$ cat src/rtl/lux_i2c_pkg.sv
package lux_i2c_pkg;

  typedef enum logic [2:0] {
    ST_IDLE,
    ST_ADDR,
    ST_ADDR_ACK,
    ST_WR_BYTE,
    ST_WR_ACK,
    ST_RD_BYTE,
    ST_RD_ACK
  } bus_state_t;

  localparam logic [7:0] CMD_POWER_DOWN = 8'h8C;

  // loop-back test: top bit set, but not the power-down code
  function automatic logic is_echo_cmd(input logic [7:0] c);
    return c[7] && (c != CMD_POWER_DOWN);
  endfunction

endpackage

$ cat src/rtl/i2c_line_sampler.sv
module i2c_line_sampler #(
  parameter int SYNC_STAGES = 2
) (
  input  logic clk,
  input  logic rst,
  input  logic scl_in,
  input  logic sda_in,
  output logic scl_lvl,
  output logic sda_lvl,
  output logic scl_rise,
  output logic scl_fall,
  output logic start_evt,
  output logic stop_evt
);

  localparam int N = (SYNC_STAGES < 2) ? 2 : SYNC_STAGES;

  logic [N-1:0] scl_q, sda_q;
  logic         scl_d, sda_d;

  // idle bus is high, so the chains reset to ones
  always_ff @(posedge clk) begin
    if (rst) begin
      scl_q <= '1;
      sda_q <= '1;
      scl_d <= 1'b1;
      sda_d <= 1'b1;
    end else begin
      scl_q <= {scl_q[N-2:0], scl_in};
      sda_q <= {sda_q[N-2:0], sda_in};
      scl_d <= scl_q[N-1];
      sda_d <= sda_q[N-1];
    end
  end

  assign scl_lvl   = scl_q[N-1];
  assign sda_lvl   = sda_q[N-1];
  assign scl_rise  = scl_lvl & ~scl_d;
  assign scl_fall  = ~scl_lvl & scl_d;
  assign start_evt = scl_lvl & scl_d & sda_d & ~sda_lvl;
  assign stop_evt  = scl_lvl & scl_d & ~sda_d & sda_lvl;

endmodule

$ cat src/rtl/lux_read_snapshot.sv
module lux_read_snapshot
  import lux_i2c_pkg::*;
#(
  parameter int DATA_W = 16,
  parameter int IDX_W  = $clog2(2 * (DATA_W / 8))
) (
  input  logic              clk,
  input  logic              rst,
  input  logic              capture,
  input  logic [DATA_W-1:0] result_in,
  input  logic [DATA_W-1:0] counter_in,
  input  logic [7:0]        cmd_in,
  input  logic              ext_timing,
  input  logic [IDX_W-1:0]  idx,
  output logic [7:0]        byte_out,
  output logic [IDX_W-1:0]  last_idx
);

  localparam int FIELD_BYTES = DATA_W / 8;
  localparam int TOTAL       = 2 * FIELD_BYTES;

  logic [TOTAL-1:0][7:0] snap;
  logic [TOTAL-1:0][7:0] live;
  logic                  echo;

  assign echo = is_echo_cmd(cmd_in);

  // byte slots: result bytes first, then counter bytes, little-endian
  for (genvar k = 0; k < TOTAL; k++) begin : g_slot
    if (k < FIELD_BYTES) begin : g_res
      assign live[k] = echo ? cmd_in : result_in[8*k +: 8];
    end else begin : g_cnt
      assign live[k] = echo ? cmd_in : counter_in[8*(k-FIELD_BYTES) +: 8];
    end
  end

  always_ff @(posedge clk) begin
    if (rst) begin
      snap     <= '0;
      last_idx <= IDX_W'(FIELD_BYTES - 1);
    end else if (capture) begin
      snap     <= live;
      last_idx <= ext_timing ? IDX_W'(TOTAL - 1) : IDX_W'(FIELD_BYTES - 1);
    end
  end

  assign byte_out = snap[idx];

  AST_SNAP_HOLD: assert property (@(posedge clk) disable iff (rst)
    !capture |=> $stable(snap) && $stable(last_idx));

endmodule

$ cat src/rtl/lux_i2c_target.sv
module lux_i2c_target
  import lux_i2c_pkg::*;
#(
  parameter logic [3:0] ADDR_HI     = 4'b1000,
  parameter int         DATA_W      = 16,
  parameter int         SYNC_STAGES = 2
) (
  input  logic              clk,
  input  logic              rst,
  input  logic              scl_in,
  input  logic              sda_in,
  input  logic [2:0]        addr_sel,
  input  logic [DATA_W-1:0] result_in,
  input  logic [DATA_W-1:0] counter_in,
  input  logic              ext_timing,
  output logic              sda_drive_low,
  output logic [7:0]        cmd_byte,
  output logic              cmd_strobe
);

  localparam int IDX_W = $clog2(2 * (DATA_W / 8));

  logic scl_lvl, sda_lvl, scl_rise, scl_fall, start_evt, stop_evt;

  i2c_line_sampler #(.SYNC_STAGES(SYNC_STAGES)) u_lines (
    .clk      (clk),
    .rst      (rst),
    .scl_in   (scl_in),
    .sda_in   (sda_in),
    .scl_lvl  (scl_lvl),
    .sda_lvl  (sda_lvl),
    .scl_rise (scl_rise),
    .scl_fall (scl_fall),
    .start_evt(start_evt),
    .stop_evt (stop_evt)
  );

  bus_state_t       state;
  logic [3:0]       bitcnt;
  logic [7:0]       sh;
  logic             rw;
  logic             addr_w_open;   // write address acked, no data byte yet
  logic             more;          // another byte follows the current one
  logic             mnack;
  logic             capture;
  logic [IDX_W-1:0] idx;
  logic [IDX_W-1:0] last_idx;
  logic [7:0]       rd_byte;
  logic [7:0]       cmd_q;
  logic             strobe_q;
  logic             drive_q;
  logic             addr_hit;

  lux_read_snapshot #(.DATA_W(DATA_W), .IDX_W(IDX_W)) u_snap (
    .clk       (clk),
    .rst       (rst),
    .capture   (capture),
    .result_in (result_in),
    .counter_in(counter_in),
    .cmd_in    (cmd_q),
    .ext_timing(ext_timing),
    .idx       (idx),
    .byte_out  (rd_byte),
    .last_idx  (last_idx)
  );

  assign addr_hit = (sh[7:1] == {ADDR_HI, addr_sel});

  always_ff @(posedge clk) begin
    if (rst) begin
      state       <= ST_IDLE;
      bitcnt      <= '0;
      sh          <= '0;
      rw          <= 1'b0;
      addr_w_open <= 1'b0;
      more        <= 1'b0;
      mnack       <= 1'b0;
      capture     <= 1'b0;
      idx         <= '0;
      cmd_q       <= 8'h00;
      strobe_q    <= 1'b0;
      drive_q     <= 1'b0;
    end else begin
      strobe_q <= 1'b0;
      capture  <= 1'b0;
      if (start_evt || stop_evt) begin
        // address-only write: run the stored command again
        if (addr_w_open) strobe_q <= 1'b1;
        addr_w_open <= 1'b0;
        drive_q     <= 1'b0;
        bitcnt      <= '0;
        state       <= start_evt ? ST_ADDR : ST_IDLE;
      end else begin
        unique case (state)
          ST_IDLE: ;
          ST_ADDR: begin
            if (scl_rise && bitcnt != 4'd8) begin
              sh     <= {sh[6:0], sda_lvl};
              bitcnt <= bitcnt + 4'd1;
            end else if (scl_fall && bitcnt == 4'd8) begin
              if (addr_hit) begin
                drive_q <= 1'b1;
                rw      <= sh[0];
                capture <= sh[0];
                idx     <= '0;
                state   <= ST_ADDR_ACK;
              end else begin
                state <= ST_IDLE;
              end
            end
          end
          ST_ADDR_ACK: begin
            if (scl_fall) begin
              bitcnt <= '0;
              if (rw) begin
                sh      <= rd_byte;
                drive_q <= ~rd_byte[7];
                state   <= ST_RD_BYTE;
              end else begin
                drive_q     <= 1'b0;
                addr_w_open <= 1'b1;
                state       <= ST_WR_BYTE;
              end
            end
          end
          ST_WR_BYTE: begin
            if (scl_rise && bitcnt != 4'd8) begin
              sh     <= {sh[6:0], sda_lvl};
              bitcnt <= bitcnt + 4'd1;
            end else if (scl_fall && bitcnt == 4'd8) begin
              drive_q <= 1'b1;
              state   <= ST_WR_ACK;
              if (addr_w_open) begin
                cmd_q       <= sh;
                strobe_q    <= 1'b1;
                addr_w_open <= 1'b0;
              end
            end
          end
          ST_WR_ACK: begin
            if (scl_fall) begin
              drive_q <= 1'b0;
              bitcnt  <= '0;
              state   <= ST_WR_BYTE;
            end
          end
          ST_RD_BYTE: begin
            if (scl_fall) begin
              if (bitcnt == 4'd7) begin
                drive_q <= 1'b0;
                more    <= (idx != last_idx);
                if (idx != last_idx) idx <= idx + 1'b1;
                state   <= ST_RD_ACK;
              end else begin
                sh      <= {sh[6:0], 1'b0};
                drive_q <= ~sh[6];
                bitcnt  <= bitcnt + 4'd1;
              end
            end
          end
          ST_RD_ACK: begin
            if (scl_rise) begin
              mnack <= sda_lvl;
            end else if (scl_fall) begin
              bitcnt <= '0;
              if (!mnack && more) begin
                sh      <= rd_byte;
                drive_q <= ~rd_byte[7];
                state   <= ST_RD_BYTE;
              end else begin
                drive_q <= 1'b0;
                state   <= ST_IDLE;
              end
            end
          end
          default: state <= ST_IDLE;
        endcase
      end
    end
  end

  assign sda_drive_low = drive_q;
  assign cmd_byte      = cmd_q;
  assign cmd_strobe    = strobe_q;

  AST_PULL_SCL_LOW: assert property (@(posedge clk) disable iff (rst)
    $rose(drive_q) |-> !scl_lvl);
  AST_RELEASE_SCL_LOW: assert property (@(posedge clk) disable iff (rst)
    ($fell(drive_q) && !$past(start_evt) && !$past(stop_evt)) |-> !scl_lvl);
  AST_CMD_WITH_STROBE: assert property (@(posedge clk) disable iff (rst)
    !$stable(cmd_q) |-> strobe_q);
  AST_STROBE_SINGLE: assert property (@(posedge clk) disable iff (rst)
    strobe_q |=> !strobe_q);
  AST_IDX_BOUND: assert property (@(posedge clk) disable iff (rst)
    idx <= last_idx);
  AST_IDLE_RELEASED: assert property (@(posedge clk) disable iff (rst)
    (state == ST_IDLE) |-> !drive_q);

endmodule

$ cat config.mk
export PLATFORM = sky130hd
export DESIGN_NAME = lux_i2c_target
export DESIGN_NICKNAME = d
export VERILOG_FILES = /design/src/rtl/lux_i2c_pkg.sv /design/src/rtl/i2c_line_sampler.sv /design/src/rtl/lux_read_snapshot.sv /design/src/rtl/lux_i2c_target.sv
export SDC_FILE = /design/constraint.sdc
export NUM_CORES = 1
export LEC_CHECK = 0
export ABC_AREA = 1
export CORE_MARGIN = 3
export CORE_UTILIZATION = 30
export DETAILED_ROUTE_END_ITERATION = 8
export DONT_BUFFER_PORTS = 1
export PLACE_DENSITY = 0.52
export SYNTH_ARGS = -nofsm -noshare
export SYNTH_HDL_FRONTEND = slang
export SYNTH_SLANG_ARGS = --single-unit
$ cat constraint.sdc
create_clock -name clk -period 5.1 [get_ports clk]
set_clock_uncertainty 0.15 [all_clocks]
set_input_delay 0.765 -clock clk [delete_from_list [all_inputs] [get_ports clk]]
set_output_delay 0.765 -clock clk [all_outputs]
set_load 0.05 [all_outputs]
* Word level (Yosys, flattened, before mapping) *
Cells that the tools add are included.

word-level totals
  bits in registers = 72
  bits in latches = 0
  RAM bits = 0
  ROM bits = 0
  output and inout bits = 10
  word-level logic and storage cells = 177
  memories kept = 0

cells by class
  $add $sub $neg = 2
  $mul = 0
  div/mod/pow operators = 0
  order comparisons = 1
  eq/ne operators = 40
  shifts and indexed selects = 0
  mux-type cells = 69
  bitwise gates (word level) = 18
  reduce and logical (&&, ||, !) cells = 26

operator list
  kind                                                              count
  8-bit two-way mux                                                 13
  3-bit two-way mux                                                 13
  2-bit != test (second input constant)                             17
  8-bit one-hot mux with 4 select lines                             1
  3-bit != test (second input constant)                             10
  1-bit two-way mux                                                 23
  11-bit AND reduction                                              2
  3-bit one-hot mux with 7 select lines                             1
  4-bit two-way mux                                                 5
  5-bit AND reduction                                               4
  8-bit binary-select mux with 2-bit select                         1
  2-bit two-way mux                                                 8
  4-bit one-hot mux with 4 select lines                             1
  1-bit NOT                                                         11
  10-bit AND reduction                                              1
  3-bit == test (second input constant)                             3
  8-bit != test (second input constant)                             1
  8-bit AND reduction                                               1
  4-bit nonzero test                                                2
  1-bit bitwise AND                                                 7
  7-bit == test                                                     1
  3-bit by 2-bit == test with 1-bit output (second input constant)  2
  1-bit one-hot mux with 6 select lines                             1
  6-bit nonzero test                                                1
  20 further kinds                                                  26

* Longest topological paths before layout *
Gate-level depths: netlist of the first run.

  depth after elaboration = 7
  gate-level depth with buffers = 11
  gate-level depth less buffers = 11

* Cells and area by module *
A second synthesis of the first run with hierarchy kept.

second synthesis, totals
  cell total of the unflattened synthesis = 578
  area total of the unflattened synthesis = 3832.4 µm²

by module, submodules not included
  module             instances  cells an instance  area an instance (µm²)
  lux_i2c_target     1          308                1983.2
  lux_read_snapshot  1          246                1651.6
  i2c_line_sampler   1          24                 197.7

* Worst setup path before layout of the first run *
Ideal clock, no wire load.

  kind = reg2reg
  from = register cmd_q[7] (netlist: cmd_byte[7])
  to = register u_snap.snap[16] (netlist bit)
  library setup time = 0.117 ns
  arrival time = 1.391 ns
  data required time = 4.833 ns
  setup slack = 3.442 ns
  stages on the path, launching flop included = 6
  path buffers = 2
  cell sequence = dfxtp_1 > clkbuf_1 > nand2_1 > buf_2 > a21oi_1 > nor2_1

on the way
  word-level cells in the longest chain between the ends = 3

RTL lines
  item                    RTL line                 RTL
  start, declared         lux_i2c_target.sv:49     logic [7:0] cmd_q;
  start signal, assigned  lux_i2c_target.sv:134    cmd_q <= sh;
  8-bit != test           lux_i2c_pkg.sv:17        return c[7] && (c != CMD_POWER_DOWN);
  1-bit logical AND (*)   lux_i2c_pkg.sv:17
  8-bit two-way mux (*)   lux_read_snapshot.sv:33  assign live[k] = echo ? cmd_in : counter_in[8*(k-FIELD_BYTES) +: 8];
  end signal, assigned    lux_read_snapshot.sv:42  snap <= live;
  end, declared           lux_read_snapshot.sv:22  logic [TOTAL-1:0][7:0] snap;

Mark *: on every way between the ends. The rest lies on a longest branch, timed or not.
A chain may end at the register's enable or synchronous reset.

* Final worst setup path of the first run *
  from = register cmd_q[4] (netlist: cmd_byte[4])
  to = register u_snap.snap[28] (netlist bit)

on the way
  word-level cells in the longest chain between the ends = 3

RTL lines
  item                   RTL line
  8-bit != test          lux_i2c_pkg.sv:17
  1-bit logical AND      lux_i2c_pkg.sv:17
  8-bit two-way mux (*)  lux_read_snapshot.sv:33

Marked as above.

==> results of run 1 <==
-- sequential cells by signal, indices dropped and copies added (netlist names), 2 cells and up --
register and flops:
sh 8, cmd_byte 8, u_snap.snap 32, u_lines.sda_q 2
u_lines.scl_q 2, bitcnt 4, idx 2, state 3
-- worst max path at each step --
stage	depth (start not counted)	endpoint	slack [ns]	startpoint
2_1_floorplan	5	u_snap.snap[16]	3.44	cmd_byte[7]
3_3_place_gp	5	u_snap.snap[28]	2.67	cmd_byte[4]
3_5_place_dp	5	u_snap.snap[20]	2.62	cmd_byte[4]
4_1_cts	5	u_snap.snap[20]	2.59	cmd_byte[4]
5_1_grt	4	u_snap.snap[8]	2.33	cmd_byte[2]
6_report	5	u_snap.snap[28]	2.58	cmd_byte[4]
-- metal layers --
layer  track usage, %  up-vias
li1                 -     1688
met1             19.7     1519
met2             23.6       83
met3             6.21       21
met4             6.18        0
met5                0        -
-- cells by family after synthesis --
kind of cell / synth area share, %
DFF: 40.1
and+or+nand+nor: 30.7
buffers and inverters: 8.29
xor gates and xnor gates: 0.494
adders and majority gates: 0.705
AOI/OAI and AO/OA: 19.7
-- power by group through the flow --
stage,logic [uW],clock network (uW),registers [uW]
3_5_place_dp,467,0,674
5_1_grt,538,655,672
6_report,467,613,664
3_3_place_gp,464,0,675
2_1_floorplan,427,0,637
4_1_cts,468,626,664
-- final cells by class --
cell class | count | area [um2]
multi-input combinational | 381 | 1830
inverter | 45 | 169
clock inverter | 4 | 47.5
sequential | 71 | 1420
clock buffer | 10 | 239
fill | 1217 | 7560
timing repair buffer | 2 | 15.0
tap | 143 | 179
-- cells in the final DEF, fill, tap and decap left out, types with 2 or more instances in the layout --
cell type / count
sky130_fd_sc_hd__nand4_1: 9
sky130_fd_sc_hd__nand3_1: 37
sky130_fd_sc_hd__o2bb2ai_1: 2
sky130_fd_sc_hd__nand2_1: 97
sky130_fd_sc_hd__a21oi_1: 60
sky130_fd_sc_hd__inv_1: 37
sky130_fd_sc_hd__nor2_1: 75
sky130_fd_sc_hd__nor3_1: 3
sky130_fd_sc_hd__xor2_1: 2
sky130_fd_sc_hd__ha_1: 2
sky130_fd_sc_hd__nor2_2: 3
sky130_fd_sc_hd__clkbuf_16: 9
sky130_fd_sc_hd__inv_2: 5
sky130_fd_sc_hd__dfxtp_1: 71
sky130_fd_sc_hd__o21ai_1: 2
sky130_fd_sc_hd__o21bai_1: 2
sky130_fd_sc_hd__clkinv_1: 3
sky130_fd_sc_hd__buf_4: 2
sky130_fd_sc_hd__clkinv_2: 2
sky130_fd_sc_hd__nand2_2: 6
sky130_fd_sc_hd__o21ai_0: 64
sky130_fd_sc_hd__or2_2: 5
sky130_fd_sc_hd__nor3_4: 2
sky130_fd_sc_hd__nand3_4: 2
-- metrics by stage --
step | util (%) | cell area [um2] | total power [uW]
global route | 34.0 | 3900 | 1870
detailed placement | 31.5 | 3620 | 1140
CTS | 34.0 | 3900 | 1760
floorplan | - | 3550 | 1060
global placement | 31.5 | 3620 | 1140
finish | 34.0 | 3900 | 1740
==> impl_summary.log, run 1 <==
[metrics] peak per-stage delay on the critical path: between 0.8 and 0.9 ns
[metrics] top fanout value on the critical path: 32
[metrics] relative slew slack: 28.7%
[metrics] clock tree sinks: between 70 and 80
[metrics] Hold Crit Depth: 1
[metrics] number of distinct library cell variants in the gate-level netlist after synthesis: 33
[metrics] I/O pin count: 50
[metrics] setup slack of the most critical reg-to-reg path: approximately 2.6 ns
[metrics] Maximum Capacitance Violations: 0
[metrics] crit start category: flop
[metrics] reg2reg start: cmd_byte[4]
[metrics] Max Used Layer: met4
[metrics] sort of element at the end of the critical path: flop
[metrics] pin count of the biggest net entering global routing: 38
[metrics] main flop type after synthesis: sky130_fd_sc_hd__dfxtp_1
[metrics] number of post-CTS setup repair buffers: 0
[metrics] mapped cell area: 0.00355 mm2
[metrics] maximum level of the CTS H-tree: 3
[metrics] critical path's most frequent cell: sky130_fd_sc_hd__nand2_1
[metrics] run status: finished, final reports clean
[metrics] most frequent cells after synthesis: sky130_fd_sc_hd__nand2_1, sky130_fd_sc_hd__nor2_1, sky130_fd_sc_hd__dfxtp_1
[metrics] Die Area: between 0.01 and 0.015 mm2
[metrics] synthesized flop and latch total: 71
[metrics] data required time at the worst endpoint: about 5.2 ns
[metrics] Post-Synthesis Cells: roughly 520
[metrics] post-CTS clock slew at the launch and capture registers of the worst setup and hold paths: about 0.060 ns
[metrics] cells along the critical path: nor3_1 -> nand4_1 -> nand2_1 -> nand2_1 -> a21oi_1
[metrics] Cell Int Power: roughly 1100 uW
[metrics] min cycle time layout: 2.52 ns
[metrics] post-CTS sizing: 0
[metrics] total nets after synthesis: approximately 560
[metrics] antenna-violating nets left: 0
[metrics] TritonCTS clock tree: yes
[metrics] height of the die: around 110 um
[metrics] register share of total power: a little under two fifths
[metrics] diode count: 0
[metrics] maximum vdd ir drop: between 0.2 and 0.25 mV
[metrics] Crit-path slowest cell: sky130_fd_sc_hd__nand2_1
[metrics] count of pins over their slew limit: 0
[metrics] Reg2Reg Depth: 5
[metrics] gate family responsible for the most delay along the worst path: simple AND/OR/NAND/NOR gates
[metrics] type of the worst setup path: reg -> reg
[metrics] initial drt markers: approximately 130
[metrics] final wirelength: ~10 mm
[metrics] initial antenna violation count: 0
[metrics] fraction of registers with async set or reset after synthesis: 0%
[metrics] Post-synth EDFFs: 0
[metrics] Synthesis Warnings: 0
[metrics] sum of met3 wire segment lengths after detailed routing: ~650 um
[metrics] routed length on met1: 4.54 mm
[metrics] achievable clock frequency: between 0.3 and 0.4 GHz
[metrics] setup slack after layout: about 2.6 ns
[metrics] most area-consuming cells after synthesis: sky130_fd_sc_hd__dfxtp_1, sky130_fd_sc_hd__nand2_1, sky130_fd_sc_hd__o21ai_0
[metrics] path type of the worst min-delay path: reg -> reg
[metrics] P&R area growth vs syn: 10.0%
[metrics] Hold Fails Final Rpt: 0
[metrics] static leakage power: approximately 0.0016 uW
[metrics] combinational cell fraction of total power: 26.8%
[metrics] Total Negative Setup Slacks: 0 ns
[metrics] Min-Delay Startpoint: u_lines.scl_q[0]
[metrics] count of endpoints failing setup in the final report: 0
[metrics] non-filler instance count after layout: ~660
[metrics] share of the clock period used by the worst path: 49.4%
[metrics] sum of met2 wire segment lengths after detailed routing: ~4.3 mm
[metrics] count of standard-cell rows: 39
[metrics] sum of buffers and inverters on the critical path: 0
[metrics] Hold Path Sink: u_lines.scl_q[1]
[metrics] gpl congestion: around 0.88
[metrics] drc violations: 0
[metrics] measured slew at the worst slew-check pin: 1.07 ns
[metrics] Switching Power: between 600 and 700 uW
[metrics] RSZ-0062 raised after global routing: false
[metrics] power density over cell area: between 400 and 500 mW/mm2
[metrics] Inst Count DP: around 640
[metrics] fraction of post-synthesis cell area in the top cell type by area: around 40%
[metrics] detailed-route via count: roughly 3.3k
[metrics] Hold Worst Slack: roughly 0.26 ns
[metrics] starting density of the core: 30.9%
[metrics] Clock power frac: 35.2%
[metrics] count of TritonRoute iterations in the first routing pass: 4
[metrics] capture point of the worst reg-to-reg path: u_snap.snap[28]
[metrics] top cell type by total area after synthesis: sky130_fd_sc_hd__dfxtp_1
[metrics] arrival time worst endpoint: approximately 2.6 ns
[metrics] wire length per cell: ~15 um
[metrics] Overall Global Routing Usage: approximately 15%
[metrics] clk buf depth: 2
[metrics] overflow left after global routing: 0
[metrics] Core Footprint: between 0.01 and 0.015 mm2
[metrics] sequential element share of the synthesized area: around 40%
[metrics] number of buffers inserted by hold repair at cts: 0
[metrics] mean instance size in the synthesized netlist: about 7 um2
[metrics] clock latency on the worst-skew pair: 0.33 ns
[metrics] total CTS buffers: 9
[metrics] ratio of cells with drive above 1 in the final layout: ~8.4%
[metrics] Via-to-Cell Ratio: 5.05
[metrics] chip width: between 100 and 150 um
[metrics] post-detailed-placement half-perimeter wirelength: about 7 mm
[metrics] post-layout net count: 552
[metrics] total of buffers placed on input and output ports: 0
[metrics] via count of the first global-routing pass: roughly 3.2k
[metrics] count leader, synth: sky130_fd_sc_hd__nand2_1
[metrics] post-place setup slack: between 2 and 3 ns
[metrics] wire length of the first global-routing pass: between 15 and 20 mm
[metrics] clock tree root driver cell: sky130_fd_sc_hd__clkbuf_16
[metrics] Sw Share: a little over a third
(Power assumes the default switching activity.)
==> inputs of run 2 (changes only) <==
--- a/config.mk
+++ b/config.mk
@@ -10,7 +10,7 @@
 export CORE_UTILIZATION = 30
 export DETAILED_ROUTE_END_ITERATION = 8
 export DONT_BUFFER_PORTS = 1
-export PLACE_DENSITY = 0.52
+export PLACE_DENSITY = 0.53
 export SYNTH_ARGS = -nofsm -noshare
 export SYNTH_HDL_FRONTEND = slang
 export SYNTH_SLANG_ARGS = --single-unit
==> constraint.sdc (replaced) <==
create_clock -name clk -period 2.3 [get_ports clk]
set_clock_uncertainty 0.15 [all_clocks]
set_input_delay 0.345 -clock clk [delete_from_list [all_inputs] [get_ports clk]]
set_output_delay 0.345 -clock clk [all_outputs]
set_load 0.05 [all_outputs]
==> impl_summary.log, run 2 (same netlist as run 1, synthesis figures left out) <==
[metrics] run status: finished, final reports clean
[metrics] pin count of the biggest net entering global routing: 55 (+45%)
[metrics] height of the die: 115 um (unchanged)
[metrics] TritonCTS clock tree: yes
[metrics] Hold Crit Depth: 2 (+1)
[metrics] starting density of the core: 30.9% (unchanged)
[metrics] reg2reg start: state[1]
[metrics] Reg2Reg Depth: 9 (+4)
[metrics] post-CTS clock slew at the launch and capture registers of the worst setup and hold paths: 0.06 ns (about the same)
[metrics] clock tree root driver cell: sky130_fd_sc_hd__clkbuf_16
[metrics] antenna-violating nets left: 0 (unchanged)
[metrics] initial drt markers: 153 (+20%)
[metrics] capture point of the worst reg-to-reg path: sh[0]
[metrics] non-filler instance count after layout: 679 (+3.5%)
[metrics] largest register by flop count: u_snap.snap
[metrics] via count of the first global-routing pass: 3252 (+2.0%)
[metrics] max reg flops: 32 (unchanged)
[metrics] sort of element at the end of the critical path: flop
[metrics] total CTS buffers: 9 (unchanged)
[metrics] setup slack after layout: 0.209 ns (-2.37 ns)
[metrics] data required time at the worst endpoint: 2.38 ns (-2.83 ns)
[metrics] maximum level of the CTS H-tree: 3 (unchanged)
[metrics] Hold Fails Final Rpt: 0 (unchanged)
[metrics] diode count: 0 (unchanged)
[metrics] gpl congestion: 0.915 (+4.3%)
[metrics] I/O pin count: 50 (unchanged)
[metrics] maximum vdd ir drop: 0.369 mV (+70%)
[metrics] count of endpoints failing setup in the final report: 0 (unchanged)
[metrics] clock tree sinks: 71 (unchanged)
[metrics] count of pins over their slew limit: 0 (unchanged)
[metrics] ratio of cells with drive above 1 in the final layout: 11.0% (+2.6 points)
[metrics] share of the clock period used by the worst path: 90.9% (+42 points)
[metrics] total power draw: 3970 uW (+130%)
[metrics] Core Footprint: 0.0115 mm2 (unchanged)
[metrics] P&R area growth vs syn: 15.3%
[metrics] Maximum Capacitance Violations: 0 (unchanged)
[metrics] clock latency on the worst-skew pair: 0.33 ns (about the same)
[metrics] Hold Path Sink: u_snap.snap[21]
[metrics] top library cells by usage in the layout, fill and taps aside: sky130_fd_sc_hd__nand2_1, sky130_fd_sc_hd__nor2_1, sky130_fd_sc_hd__dfxtp_1
[metrics] post-layout net count: 573 (+3.8%)
[metrics] relative slew slack: 61.8% (+33 points)
[metrics] wire length of the first global-routing pass: 16.4 mm (+1.1%)
[metrics] chip width: 115 um (unchanged)
[metrics] detailed-route via count: 3398 (+2.6%)
[metrics] initial antenna violation count: 0 (unchanged)
[metrics] min cycle time layout: 2.09 ns (-0.427 ns)
[metrics] Inst Count DP: 656 (+2.2%)
[metrics] clk buf depth: 2 (unchanged)
[metrics] Overall Global Routing Usage: 15.6% (+0.15 points)
[metrics] drc violations: 0 (unchanged)
[metrics] total of buffers placed on input and output ports: 0 (unchanged)
[metrics] top fanout value on the critical path: 14 (-56%)
[metrics] measured slew at the worst slew-check pin: 0.567 ns (-0.499 ns)
[metrics] arrival time worst endpoint: 2.17 ns (-0.46 ns)
[metrics] Total Negative Setup Slacks: 0 ns (unchanged)
[metrics] post-detailed-placement half-perimeter wirelength: 6.98 mm (-0.63%)
[metrics] power density over cell area: 970 mW/mm2 (+120%)
[metrics] Via-to-Cell Ratio: 5.00 (-0.85%)
[metrics] achievable clock frequency: 0.478 GHz (+20%)
[metrics] wire length per cell: 14.5 um (-3.3%)
[metrics] commonest non-fill, non-tap cell in the layout: sky130_fd_sc_hd__nand2_1
[metrics] count of standard-cell rows: 39 (unchanged)
[metrics] final wirelength: 9.84 mm (about the same)
[metrics] setup slack of the most critical reg-to-reg path: 0.21 ns (-2.37 ns)
[metrics] static leakage power: 0.00167 uW (+6.5%)
[metrics] crit start category: flop
[metrics] post-place setup slack: 0.247 ns (-2.38 ns)
[metrics] type of the worst setup path: reg -> reg
[metrics] RSZ-0062 raised after global routing: false
[metrics] path type of the worst min-delay path: in -> reg
[metrics] count of TritonRoute iterations in the first routing pass: 4 (unchanged)
[metrics] Min-Delay Startpoint: counter_in[5]
[metrics] overflow left after global routing: 0 (unchanged)
[metrics] Die Area: 0.0132 mm2 (unchanged)
[run 2: metal layers]
metal	track usage [%]	vias up	wire length [um]
li1	-	1736	-
met1	20.4	1547	4470
met2	24.8	98	4600
met3	4.47	17	588
met4	5.40	0	182
met5	0	-	0
[run 2: worst max path at each step]
stage / from / to / cells past startpoint
after global placement: bitcnt[0] / sh[4] / 10
after detailed placement: state[1] / sh[0] / 9
final: state[1] / sh[0] / 9
after global routing: state[1] / sh[4] / 9
after CTS: bitcnt[0] / sh[0] / 10
after floorplan: cmd_byte[7] / u_snap.snap[16] / 5
[run 2: power by group]
part	internal [uW]	total (uW)	switching (uW)
logic	382	1130	743
clock network	841	1400	559
registers	1310	1440	129
total	2540	3970	1430
[run 2: through the flow]
step	util (%)	hold WS, ns	area, um2
final	35.7	0.00636	4090
after global routing	35.7	0.00334	4090
after CTS	35.7	0.000290	4090
after detailed placement	32.5	0.243	3720
after global placement	32.5	0.244	3720
after floorplan	-	0.239	3550
[run 2: timing repair]
item / CTS / global route
hold endpoints to repair: 13 / 0
setup endpoints to repair: 0 / 0
hold buffers: 7 / 0
resized for setup: 0 / 0
setup buffers: 0 / 0
[run 2: final cells by class]
cell class,instances,area (um2)
clock inverters,7,72.6
multi-input cells,381,1830
clock buffers,9,225
flip-flops and latches,71,1420
repair buffers,23,190
inverters,45,169
well taps,143,179
fillers,1238,7380
[run 2: worst max-delay path, cell delays in order (launching register included)]
cell and delay (ns):
sky130_fd_sc_hd__dfxtp_1 0.51, sky130_fd_sc_hd__inv_2 0.12, sky130_fd_sc_hd__nand3_4 0.11, sky130_fd_sc_hd__inv_1 0.05
sky130_fd_sc_hd__nand2_1 0.08, sky130_fd_sc_hd__inv_1 0.08, sky130_fd_sc_hd__nor3_4 0.47, sky130_fd_sc_hd__nand2_1 0.18
sky130_fd_sc_hd__o21bai_1 0.17, sky130_fd_sc_hd__nor2_1 0.06
